### src/rtl/ecg_pkg.sv
`timescale 1ns/1ps
package ecg_pkg;
  localparam int EVID_W   = 16;
  localparam int SPAN_POS = 29;

  localparam logic [11:0] A_SEL     = 12'h400;
  localparam logic [11:0] A_MATCH   = 12'hA00;
  localparam logic [11:0] A_CEN_SET = 12'hC00;
  localparam logic [11:0] A_CEN_CLR = 12'hC20;
  localparam logic [11:0] A_IEN_SET = 12'hC40;
  localparam logic [11:0] A_IEN_CLR = 12'hC60;
  localparam logic [11:0] A_OVF_CLR = 12'hC80;
  localparam logic [11:0] A_OVF_SET = 12'hCC0;
  localparam logic [11:0] A_CFG     = 12'hE00;
  localparam logic [11:0] A_EVM_LO  = 12'hE20;
  localparam logic [11:0] A_EVM_HI  = 12'hE28;
  localparam logic [11:0] A_IRQCTL  = 12'hE50;

  typedef struct packed {
    logic              span;
    logic [EVID_W-1:0] code;
  } evsel_t;

  function automatic logic [31:0] half_of(input logic [63:0] v, input logic upper);
    return upper ? v[63:32] : v[31:0];
  endfunction
endpackage

### src/rtl/ecg_sid_filter.sv
`timescale 1ns/1ps
module ecg_sid_filter #(
  parameter int SID_W = 32
) (
  input  logic             clk,
  input  logic             rst,
  input  logic             span,
  input  logic [SID_W-1:0] match,
  input  logic [SID_W-1:0] sid,
  output logic             pass
);
  logic [SID_W-1:0] care;

  // In span mode the bits up to the lowest zero of match are don't-care.
  always_comb begin
    care = span ? ~(match ^ (match + SID_W'(1))) : '1;
    pass = ((sid ^ match) & care) == '0;
  end


  exact_only_chk: assert property (@(posedge clk) disable iff (rst)
    (!span && pass) |-> (sid == match));


  all_ones_chk: assert property (@(posedge clk) disable iff (rst)
    (span && (&match)) |-> pass);
endmodule

### src/rtl/ecg_counter.sv
`timescale 1ns/1ps
module ecg_counter #(
  parameter int CTR_W = 32,
  parameter int SID_W = 32,
  parameter int LANES = 2
) (
  input  logic                               clk,
  input  logic                               rst,
  input  logic                               run,
  input  logic [LANES-1:0]                   ev_valid,
  input  logic [LANES*ecg_pkg::EVID_W-1:0]   ev_id,
  input  logic [LANES*SID_W-1:0]             ev_sid,
  input  ecg_pkg::evsel_t                    sel,
  input  logic [SID_W-1:0]                   match,
  input  logic                               wr_lo,
  input  logic                               wr_hi,
  input  logic [31:0]                        wdata,
  output logic [CTR_W-1:0]                   count,
  output logic                               wrap
);
  localparam int IDW   = ecg_pkg::EVID_W;
  localparam int INC_W = $clog2(LANES + 1);

  logic [LANES-1:0] pass, hit;
  logic [INC_W-1:0] inc;
  logic [CTR_W:0]   sum;
  logic [CTR_W-1:0] load_val;
  logic             loading;

  for (genvar l = 0; l < LANES; l++) begin : g_lane
    ecg_sid_filter #(.SID_W(SID_W)) u_filt (
      .clk   (clk),
      .rst   (rst),
      .span  (sel.span),
      .match (match),
      .sid   (ev_sid[l*SID_W +: SID_W]),
      .pass  (pass[l])
    );
    assign hit[l] = ev_valid[l] && (ev_id[l*IDW +: IDW] == sel.code) && pass[l];
  end

  always_comb begin
    inc = '0;
    for (int l = 0; l < LANES; l++) inc = inc + INC_W'(hit[l]);
    sum = {1'b0, count} + (CTR_W+1)'(inc);
  end

  if (CTR_W > 32) begin : g_wide
    always_comb load_val = wr_hi ? {wdata[CTR_W-33:0], count[31:0]}
                                 : {count[CTR_W-1:32], wdata};
  end else begin : g_narrow
    always_comb load_val = wdata[CTR_W-1:0];
  end

  assign loading = wr_lo || wr_hi;
  assign wrap    = run && !loading && sum[CTR_W];

  always_ff @(posedge clk) begin
    if (rst)          count <= '0;
    else if (loading) count <= load_val;
    else if (run)     count <= sum[CTR_W-1:0];
  end


  idle_hold_chk: assert property (@(posedge clk) disable iff (rst)
    (!run && !loading) |=> $stable(count));


  step_bound_chk: assert property (@(posedge clk) disable iff (rst)
    (!loading) |=> (CTR_W'(count - $past(count)) <= CTR_W'(LANES)));
endmodule

### src/rtl/evt_counter_group.sv
`timescale 1ns/1ps
module evt_counter_group #(
  parameter int           NUM_CTR     = 4,
  parameter int           CTR_W       = 32,
  parameter int           SID_W       = 32,
  parameter int           LANES       = 2,
  parameter bit           GLOBAL_FILT = 1'b0,
  parameter logic [127:0] EV_SUPPORT  = 128'hFF
) (
  input  logic                             clk,
  input  logic                             rst,
  input  logic                             bus_wr,
  input  logic                             bus_rd,
  input  logic [11:0]                      bus_addr,
  input  logic [31:0]                      bus_wdata,
  output logic [31:0]                      bus_rdata,
  input  logic [LANES-1:0]                 ev_valid,
  input  logic [LANES*ecg_pkg::EVID_W-1:0] ev_id,
  input  logic [LANES*SID_W-1:0]           ev_sid,
  output logic                             irq
);
  import ecg_pkg::*;

  localparam bit WIDE     = (CTR_W > 32);
  localparam int SH       = WIDE ? 3 : 2;
  localparam int CTR_SPAN = NUM_CTR << SH;
  localparam logic [31:0] CFG_VAL = 32'(NUM_CTR - 1) | (32'(CTR_W - 1) << 8)
                                  | (32'(GLOBAL_FILT) << 23);

  // ---------------- address decode ----------------
  logic        aligned, upper;
  logic [11:0] pair;
  logic [5:0]  ctr_idx, reg_idx;
  logic        ctr_hit, sel_hit, mat_hit;
  logic [NUM_CTR-1:0] wmask;

  assign aligned = (bus_addr[1:0] == 2'b00);
  assign upper   = bus_addr[2];
  assign pair    = {bus_addr[11:3], 3'b000};
  assign ctr_idx = 6'(bus_addr >> SH);
  assign reg_idx = bus_addr[7:2];
  assign ctr_hit = aligned && (bus_addr < 12'(CTR_SPAN));
  assign sel_hit = aligned && (bus_addr[11:8] == A_SEL[11:8])   && (32'(reg_idx) < NUM_CTR);
  assign mat_hit = aligned && (bus_addr[11:8] == A_MATCH[11:8]) && (32'(reg_idx) < NUM_CTR);
  assign wmask   = NUM_CTR'(upper ? {bus_wdata, 32'h0} : {32'h0, bus_wdata});

  function automatic logic wr_at(input logic [11:0] base);
    return bus_wr && aligned && (pair == base);
  endfunction

  // ---------------- state ----------------
  logic [NUM_CTR-1:0] cen, ien, ovf, wrap;
  logic               run_en, irq_en;
  evsel_t             sel_q   [NUM_CTR];
  logic [SID_W-1:0]   match_q [NUM_CTR];
  logic [CTR_W-1:0]   cnt     [NUM_CTR];

  always_ff @(posedge clk) begin
    if (rst) begin
      cen    <= '0;
      ien    <= '0;
      ovf    <= '0;
      run_en <= 1'b0;
      irq_en <= 1'b0;
      irq    <= 1'b0;
      for (int n = 0; n < NUM_CTR; n++) begin
        sel_q[n]   <= '{span: 1'b1, code: '0};
        match_q[n] <= '1;
      end
    end else begin
      cen <= (cen | (wr_at(A_CEN_SET) ? wmask : '0)) & ~(wr_at(A_CEN_CLR) ? wmask : '0);
      ien <= (ien | (wr_at(A_IEN_SET) ? wmask : '0)) & ~(wr_at(A_IEN_CLR) ? wmask : '0);
      // A wrap in the same cycle as a clear leaves the bit set.
      ovf <= ((ovf | (wr_at(A_OVF_SET) ? wmask : '0)) & ~(wr_at(A_OVF_CLR) ? wmask : '0)) | wrap;
      if (wr_at(A_CFG) && upper)     run_en <= bus_wdata[0];
      if (wr_at(A_IRQCTL) && !upper) irq_en <= bus_wdata[0];
      for (int n = 0; n < NUM_CTR; n++) begin
        if (bus_wr && sel_hit && reg_idx == 6'(n)) begin
          sel_q[n].code <= bus_wdata[EVID_W-1:0];
          sel_q[n].span <= bus_wdata[SPAN_POS];
        end
        if (bus_wr && mat_hit && reg_idx == 6'(n)) match_q[n] <= bus_wdata[SID_W-1:0];
      end
      irq <= irq_en && |(ovf & ien);
    end
  end

  // ---------------- counter slices ----------------
  for (genvar n = 0; n < NUM_CTR; n++) begin : g_ctr
    evsel_t           eff_sel;
    logic [SID_W-1:0] eff_match;
    logic             wr_lo, wr_hi;

    if (GLOBAL_FILT) begin : g_glob
      assign eff_sel   = '{span: sel_q[0].span, code: sel_q[n].code};
      assign eff_match = match_q[0];
    end else begin : g_local
      assign eff_sel   = sel_q[n];
      assign eff_match = match_q[n];
    end

    assign wr_lo = bus_wr && ctr_hit && (ctr_idx == 6'(n)) && !(WIDE && upper);
    assign wr_hi = bus_wr && ctr_hit && (ctr_idx == 6'(n)) &&  (WIDE && upper);

    ecg_counter #(.CTR_W(CTR_W), .SID_W(SID_W), .LANES(LANES)) u_cnt (
      .clk      (clk),
      .rst      (rst),
      .run      (run_en && cen[n]),
      .ev_valid (ev_valid),
      .ev_id    (ev_id),
      .ev_sid   (ev_sid),
      .sel      (eff_sel),
      .match    (eff_match),
      .wr_lo    (wr_lo),
      .wr_hi    (wr_hi),
      .wdata    (bus_wdata),
      .count    (cnt[n]),
      .wrap     (wrap[n])
    );


    wrap_sets_ovf_chk: assert property (@(posedge clk) disable iff (rst)
      wrap[n] |=> ovf[n]);
  end

  // ---------------- read path ----------------
  logic [31:0] rmux;

  always_comb begin
    rmux = '0;
    if (ctr_hit) begin
      for (int n = 0; n < NUM_CTR; n++)
        if (ctr_idx == 6'(n)) rmux = half_of(64'(cnt[n]), WIDE && upper);
    end else if (sel_hit) begin
      for (int n = 0; n < NUM_CTR; n++)
        if (reg_idx == 6'(n))
          rmux = 32'(sel_q[n].code) | (32'(sel_q[n].span) << SPAN_POS);
    end else if (mat_hit) begin
      for (int n = 0; n < NUM_CTR; n++)
        if (reg_idx == 6'(n)) rmux = 32'(match_q[n]);
    end else if (aligned) begin
      case (pair)
        A_CEN_SET, A_CEN_CLR: rmux = half_of(64'(cen), upper);
        A_IEN_SET, A_IEN_CLR: rmux = half_of(64'(ien), upper);
        A_OVF_SET, A_OVF_CLR: rmux = half_of(64'(ovf), upper);
        A_CFG:                rmux = upper ? 32'(run_en) : CFG_VAL;
        A_EVM_LO:             rmux = half_of(EV_SUPPORT[63:0], upper);
        A_EVM_HI:             rmux = half_of(EV_SUPPORT[127:64], upper);
        A_IRQCTL:             rmux = upper ? 32'h0 : 32'(irq_en);
        default:              rmux = '0;
      endcase
    end
  end

  always_ff @(posedge clk) begin
    if (rst)         bus_rdata <= '0;
    else if (bus_rd) bus_rdata <= rmux;
  end


  irq_gate_chk: assert property (@(posedge clk) disable iff (rst)
    irq |-> $past(irq_en));


  irq_source_chk: assert property (@(posedge clk) disable iff (rst)
    irq |-> $past(|(ovf & ien)));
endmodule

### config.mk
export PLATFORM = sky130hd
export DESIGN_NAME = evt_counter_group
export DESIGN_NICKNAME = d
export VERILOG_FILES = /design/src/rtl/ecg_pkg.sv /design/src/rtl/ecg_sid_filter.sv /design/src/rtl/ecg_counter.sv /design/src/rtl/evt_counter_group.sv
export SDC_FILE = /design/constraint.sdc
export NUM_CORES = 1
export LEC_CHECK = 0
export BUFFER_PORTS_ARGS = -buffer_cell sky130_fd_sc_hd__clkbuf_2
export CAP_MARGIN = 20
export CORE_UTILIZATION = 51
export DETAILED_ROUTE_END_ITERATION = 8
export HOLD_SLACK_MARGIN = 0.08
export PLACE_DENSITY = 0.72
export SLEW_MARGIN = 20
export SYNTH_ARGS = -nofsm -noshare
export SYNTH_HDL_FRONTEND = slang
export SYNTH_SLANG_ARGS = --single-unit
### constraint.sdc
create_clock -name clk -period 4.5 [get_ports clk]
set_input_delay 0 -clock clk [delete_from_list [all_inputs] [get_ports clk]]
set_output_delay 0 -clock clk [all_outputs]
set_load 0.01 [all_outputs]
======== Word level (Yosys, flattened, before mapping) ========
Memories as Yosys holds them, arrays and structs flattened.
Cells that the tools add are included.
W data, S select, Z words.
word-level totals
  flip-flop bits (word level) ............. 175
  RAM bits ................................ 196
  input port bits ......................... 146
  output and inout bits ................... 33
  word-level logic and storage cells ...... 263
  memories kept ........................... 2
cells by class
  add/sub/neg operators ................... 12
  $lt $le $gt $ge ......................... 2
  eq/ne operators ......................... 22
  multiplexer cells ....................... 80
  bitwise operators ....................... 51
  reduce and logical (&&, ||, !) cells .... 83
memory list
  memory   words  width  read ports  clocked after memory_dff  write ports  RTL line                 text
  match_q  4      32     4           0                         4            evt_counter_group.sv:55  logic [SID_W-1:0] match_q [NUM_CTR];
  sel_q    4      17     4           0                         4            evt_counter_group.sv:54  evsel_t sel_q [NUM_CTR];
operator list
  cell                     number
  $mux W32                 30
  $xor A32 B32 Y32         12
  $and A32 B32 Y32         8
  $logic_not A32 Y1        8
  $add A32 B2 Y33          4
  $add A32 B1 Y32 const B  4
  $eq A16 B16 Y1           8
  $not A32 Y32             4
  $or A16 B30 Y30          4
  $eq A9 B9 Y1 const B     9
  $pmux W13 S6             1
  $mux W16                 4
  $logic_and A1 B1 Y1      60
  $mux W4                  10
  $mux W1                  31
  $mux W30                 1
  $mux W13                 2
  $and A4 B4 Y4            4
  $or A4 B4 Y4             4
  $eq A6 B2 Y1 const B     2
  $lt A12 B5 Y1 const B    1
  $not A4 Y4               3
  $or A1 B1 Y1             12
  $add A1 B1 Y2            4
  11 further kinds         20

======== Logic depth before layout (Yosys ltp) ========
An unclocked memory read counts as a cell.
  depth in word-level cells ............... 12
  mapped depth ............................ 19
  gate-level depth less buffers ........... 18

======== By module ========
A second synthesis with hierarchy kept.
second synthesis, totals
  cell total of the unflattened synthesis .. 3241
  area total of the unflattened synthesis .. 28529.9 um^2
modules (own cells, without submodules)
  module             times used  cells an instance  area an instance (um^2)  seq. area each (um^2)
  evt_counter_group  1           1033               12199.2                  6826.5
  ecg_counter        4           302                2406.1                   640.6
  ecg_sid_filter     8           125                838.3                    0.0

======== Least setup slack after synthesis ========
Ideal clock, no wire load.
  path type ............................... flip-flop to flip-flop
  start ................................... mem match_q[3][10]
  end ..................................... reg g_ctr[3].u_cnt.count[22]
  library setup time ...................... 0.091 ns
  arrival ................................. 4.583 ns
  required time ........................... 4.409 ns
  path slack .............................. -0.174 ns
  stages on the path, launching flop included .. 19
  path buffers ............................ 2
  period minus slack after synthesis ...... 4.674 ns
  path through ............................ edfxtp_1 -> clkbuf_1 -> nand3_1 -> nor4_2 -> and2_1 -> clkbuf_1 -> o22ai_1 -> a211o_1 -> nor4_1 -> nand4_1 -> fa_1 -> inv_1 -> ha_1 -> nand3_1 -> or2_2 -> nor4_1 -> nand2_1 -> or3_1 -> a311oi_1
RTL lines
  what                  RTL line                 text
  from (decl)           evt_counter_group.sv:55
  to (signal assigned)  ecg_counter.sv:60        else if (loading) count <= load_val;
  to (signal assigned)  ecg_counter.sv:61        else if (run) count <= sum[CTR_W-1:0];
  to (decl)             ecg_counter.sv:18        output logic [CTR_W-1:0] count,

==> impl_metrics.json <==
{
  "status": "finished with violations",
  "failed_checks": "negative setup slack",
  "core_um2": 50100,
  "vdd_drop_max_mv": 0.361,
  "drv_cap": 0,
  "p_per_area_nw_per_um2": 275,
  "clockRootBuffer": "clkbuf_16",
  "grt_pass1_wl_um": 161000,
  "syn_nets": 3016,
  "grt_max_degree": 94,
  "final_util_pct": 64.8,
  "worstPathArrival_ns": 5.02,
  "grt_use_total_pct": 43.2,
  "finalSetupViolCount": 8,
  "synth_seq_area_share_pct": 36.3,
  "critical_path_class": "reg -> reg",
  "final_nets": 3471,
  "max_stage_delay_ns": 0.42,
  "drcViolationCount": 0,
  "postSynth.asyncResetShare_pct": 0,
  "cp.required_ns": 4.96,
  "drt-total-wl_um": 114000,
  "cpMostUsedCell": "buf_4",
  "placementRows": 82,
  "timing.final.crit_share_pct": 101,
  "worstSkewPairLatency_ns": 0.58,
  "ys_warn_count": 0,
  "initial_utilization_pct": 51.6,
  "relSlewSlack_pct": 23.9,
  "tightest_slew_ns": 1.13,
  "cts_made_buffers": 42,
  "drtAntennaViolNets": 0,
  "fin_crit_ns": 4.56,
  "avgViaCountPerCell": 6.45,
  "drive_gt1_share_pct": 25.9,
  "synth-seq-cells": 371,
  "gp_congestion": 1.16,
  "slowest_stage": "edfxtp_1",
  "leakagePower_nw": 12.1,
  "routed-via-count": 25900,
  "skew_ns": 0.0278,
  "min_path_type": "in -> reg",
  "dr.pass1.iters": 5,
  "synth.top_cell.area_share_pct": 22.8,
  "holdWs_ns": 0.127,
  "hpwl_um": 86200,
  "grt.overflow.total": 0,
  "antenna_found_initial": 4,
  "boundaryPins": 179,
  "hold_viol": 0,
  "ys_types": 76,
  "start_kind": "flip-flop",
  "crit_chain": "buf_4, xor2_1, nor4_1, nand4_1, a211oi_1, buf_4, o211ai_1, nor4_2, nand4_1, fa_2, inv_1, ha_1, and3_4, nand3_2, nor3_2, buf_4, nand3_1, xor2_1, a211oi_1",
  "crit_family": "simple AND/OR/NAND/NOR gates",
  "timing.final.ws_setup_ns": -0.0639,
  "cts_num_sinks": 371,
  "clock.fmax_mhz": 219,
  "cts_buffer_depth": 3,
  "dp_slack_ns": -0.478,
  "ys.flop_type": "edfxtp_1",
  "rsz0062_at_grt": "true",
  "clk_pin_slew_worst_paths_ns": 0.06,
  "syn_avg_cell_area_um2": 9.05,
  "synth_area_leader_cell": "edfxtp_1",
  "fp.dieArea_um2": 51600,
  "die_w_um": 227,
  "grt_pass1_vias": 24400,
  "htree_levels": 2,
  "first_iter_violations": 3562,
  "syn_area_um2": 25900,
  "worstSetupEndpointType": "flip-flop",
  "synth-edff-count": 196,
  "path_max_fanout": 8,
  "wl_per_cell_um": 28.2,
  "syn_inst": 2858,
  "cp.buffers_inverters": 4,
  "synthTopCellsByArea": "edfxtp_1 23%, dfxtp_1 14%, xor2_1 8.4%",
  "report.final.slew_viol_count": 0,
  "die_h_um": 227,
  "cts_tree": "done",
  "syn2layout_area_growth_pct": 25.5,
  "portBuffers": 178
}
final timing paths:
check,cells after the start,slack (ns),start,end
max,19,-0.06,sel_q[2][10],g_ctr[2].u_cnt.count[20]
min,3,0.13,bus_wdata[3],g_ctr[3].u_cnt.count[3]
max reg2reg,19,-0.06,sel_q[2][10],g_ctr[2].u_cnt.count[20]
min reg2reg,2,0.46,bus_rdata[8],bus_rdata[8]
tightest hold or removal path: stages:
cell	delay (ns)
clkbuf_2	0.37
nor2_1	0.21
a211oi_1	0.06
sequential cells by signal, indices dropped and copies added, names as in the netlist:
register,count
g_ctr.u_cnt.count,128
match_q,128
sel_q,68
bus_rdata,32
cen,4
ien,4
ovf,4
irq,1
irq_en,1
run_en,1
synthesized netlist by cell type, types with 6 or more instances:
cell / number
and3_1: 43
o21ai_0: 59
a311oi_1: 15
or2_1: 32
mux4_2: 30
a2111oi_0: 15
nand2_1: 171
ha_1: 8
nor2b_1: 11
and4_1: 23
or2_2: 40
nand3_1: 105
o211ai_1: 10
o221ai_1: 8
a21oi_1: 84
nor3_1: 53
a31oi_1: 12
nor2_1: 256
buf_2: 13
buf_6: 6
a221oi_1: 6
o2111ai_1: 8
a22o_1: 13
o22ai_1: 67
o21bai_1: 7
clkbuf_1: 177
o22a_1: 6
nand2b_1: 83
nor4_1: 42
dfxtp_1: 175
a21o_1: 8
a22oi_1: 38
buf_1: 27
and2_1: 85
edfxtp_1: 196
nand4_1: 91
xor2_1: 249
nor3b_1: 9
or4_1: 6
a211oi_1: 131
inv_1: 34
xnor2_1: 222
mux2i_1: 107
or3_1: 6
through the flow:
stage                     setup TNS, ns  cell area (µm²)  std cells  total power [mW]
after global routing              -1.05            32400       4018              9.09
after global placement            -6.98            29800       3879              5.23
after detailed placement         -11.13            29800       3879              5.24
after CTS                             0            31800       4000              8.82
after floorplan                       0            25900       2858              4.50
final                            -0.289            32400       4020              8.92
what timing repair did:
item / in CTS / in global routing
pin swaps: 16 / 76
hold buffers: 35 / 0
setup buffers: 10 / 17
hold endpoints to repair: 240 / 0
setup endpoints to repair: 66 / 90
gates resized for setup: 36 / 98
cell usage in the layout (no fill, tap or decap), types with 31 or more instances in the layout:
| cell | netlist | final |
|---|---|---|
| a21oi_1 | 84 | 83 |
| nor3_1 | 53 | 41 |
| dlygate4sd3_1 | 0 | 35 |
| buf_4 | 0 | 405 |
| clkbuf_16 | 0 | 46 |
| mux2i_1 | 107 | 107 |
| o21ai_0 | 59 | 57 |
| dfxtp_1 | 175 | 175 |
| or2_1 | 32 | 31 |
| nand2b_1 | 83 | 79 |
| a211oi_1 | 131 | 128 |
| a22oi_1 | 38 | 36 |
| nand2_1 | 171 | 166 |
| xor2_1 | 249 | 249 |
| o22ai_1 | 67 | 67 |
| or2_2 | 40 | 39 |
| edfxtp_1 | 196 | 196 |
| nand4_1 | 91 | 91 |
| and3_1 | 43 | 41 |
| xnor2_1 | 222 | 216 |
| inv_1 | 34 | 31 |
| and2_1 | 85 | 84 |
| nor2_1 | 256 | 252 |
| nand3_1 | 105 | 98 |
| clkbuf_2 | 0 | 176 |
layout make-up:
type                    instances  area [µm²]
repair buffers                634        4520
clock inverters                19         169
clock buffers                  57        1240
inverters                      34         128
fillers                      4143       17600
diodes                          3        7.51
well taps                     672         841
flip-flops and latches        371        9390
multi-input cells            2230       16100
metal layers:
layer	vias up	share of wire (%)	global-route usage (%)
li1	11300	-	-
met1	12600	40	59.1
met2	1682	44	65.4
met3	290	11	9.24
met4	0	5.1	19.2
met5	-	0	0
logic make-up (layout without fill, tap and decap cells):
family	count (synthesis)	count (layout)	share of synthesized area, %
simple gates	1084	1084	22.2
compound gates	522	522	13.9
xor+xnor	471	471	16.0
flops	371	371	36.3
buf+inv	257	744	3.97
mux	141	141	6.93
fa+ha+maj	12	12	0.697
other cells	0	3	0
where the power goes:
part | total, mW | internal (mW) | switching (mW)
logic | 1.55 | 0.609 | 0.942
registers | 3.76 | 3.66 | 0.105
clock network | 3.60 | 2.10 | 1.50
total | 8.92 | 6.37 | 2.54
Note: power is estimated with default switching activity, not from simulation.
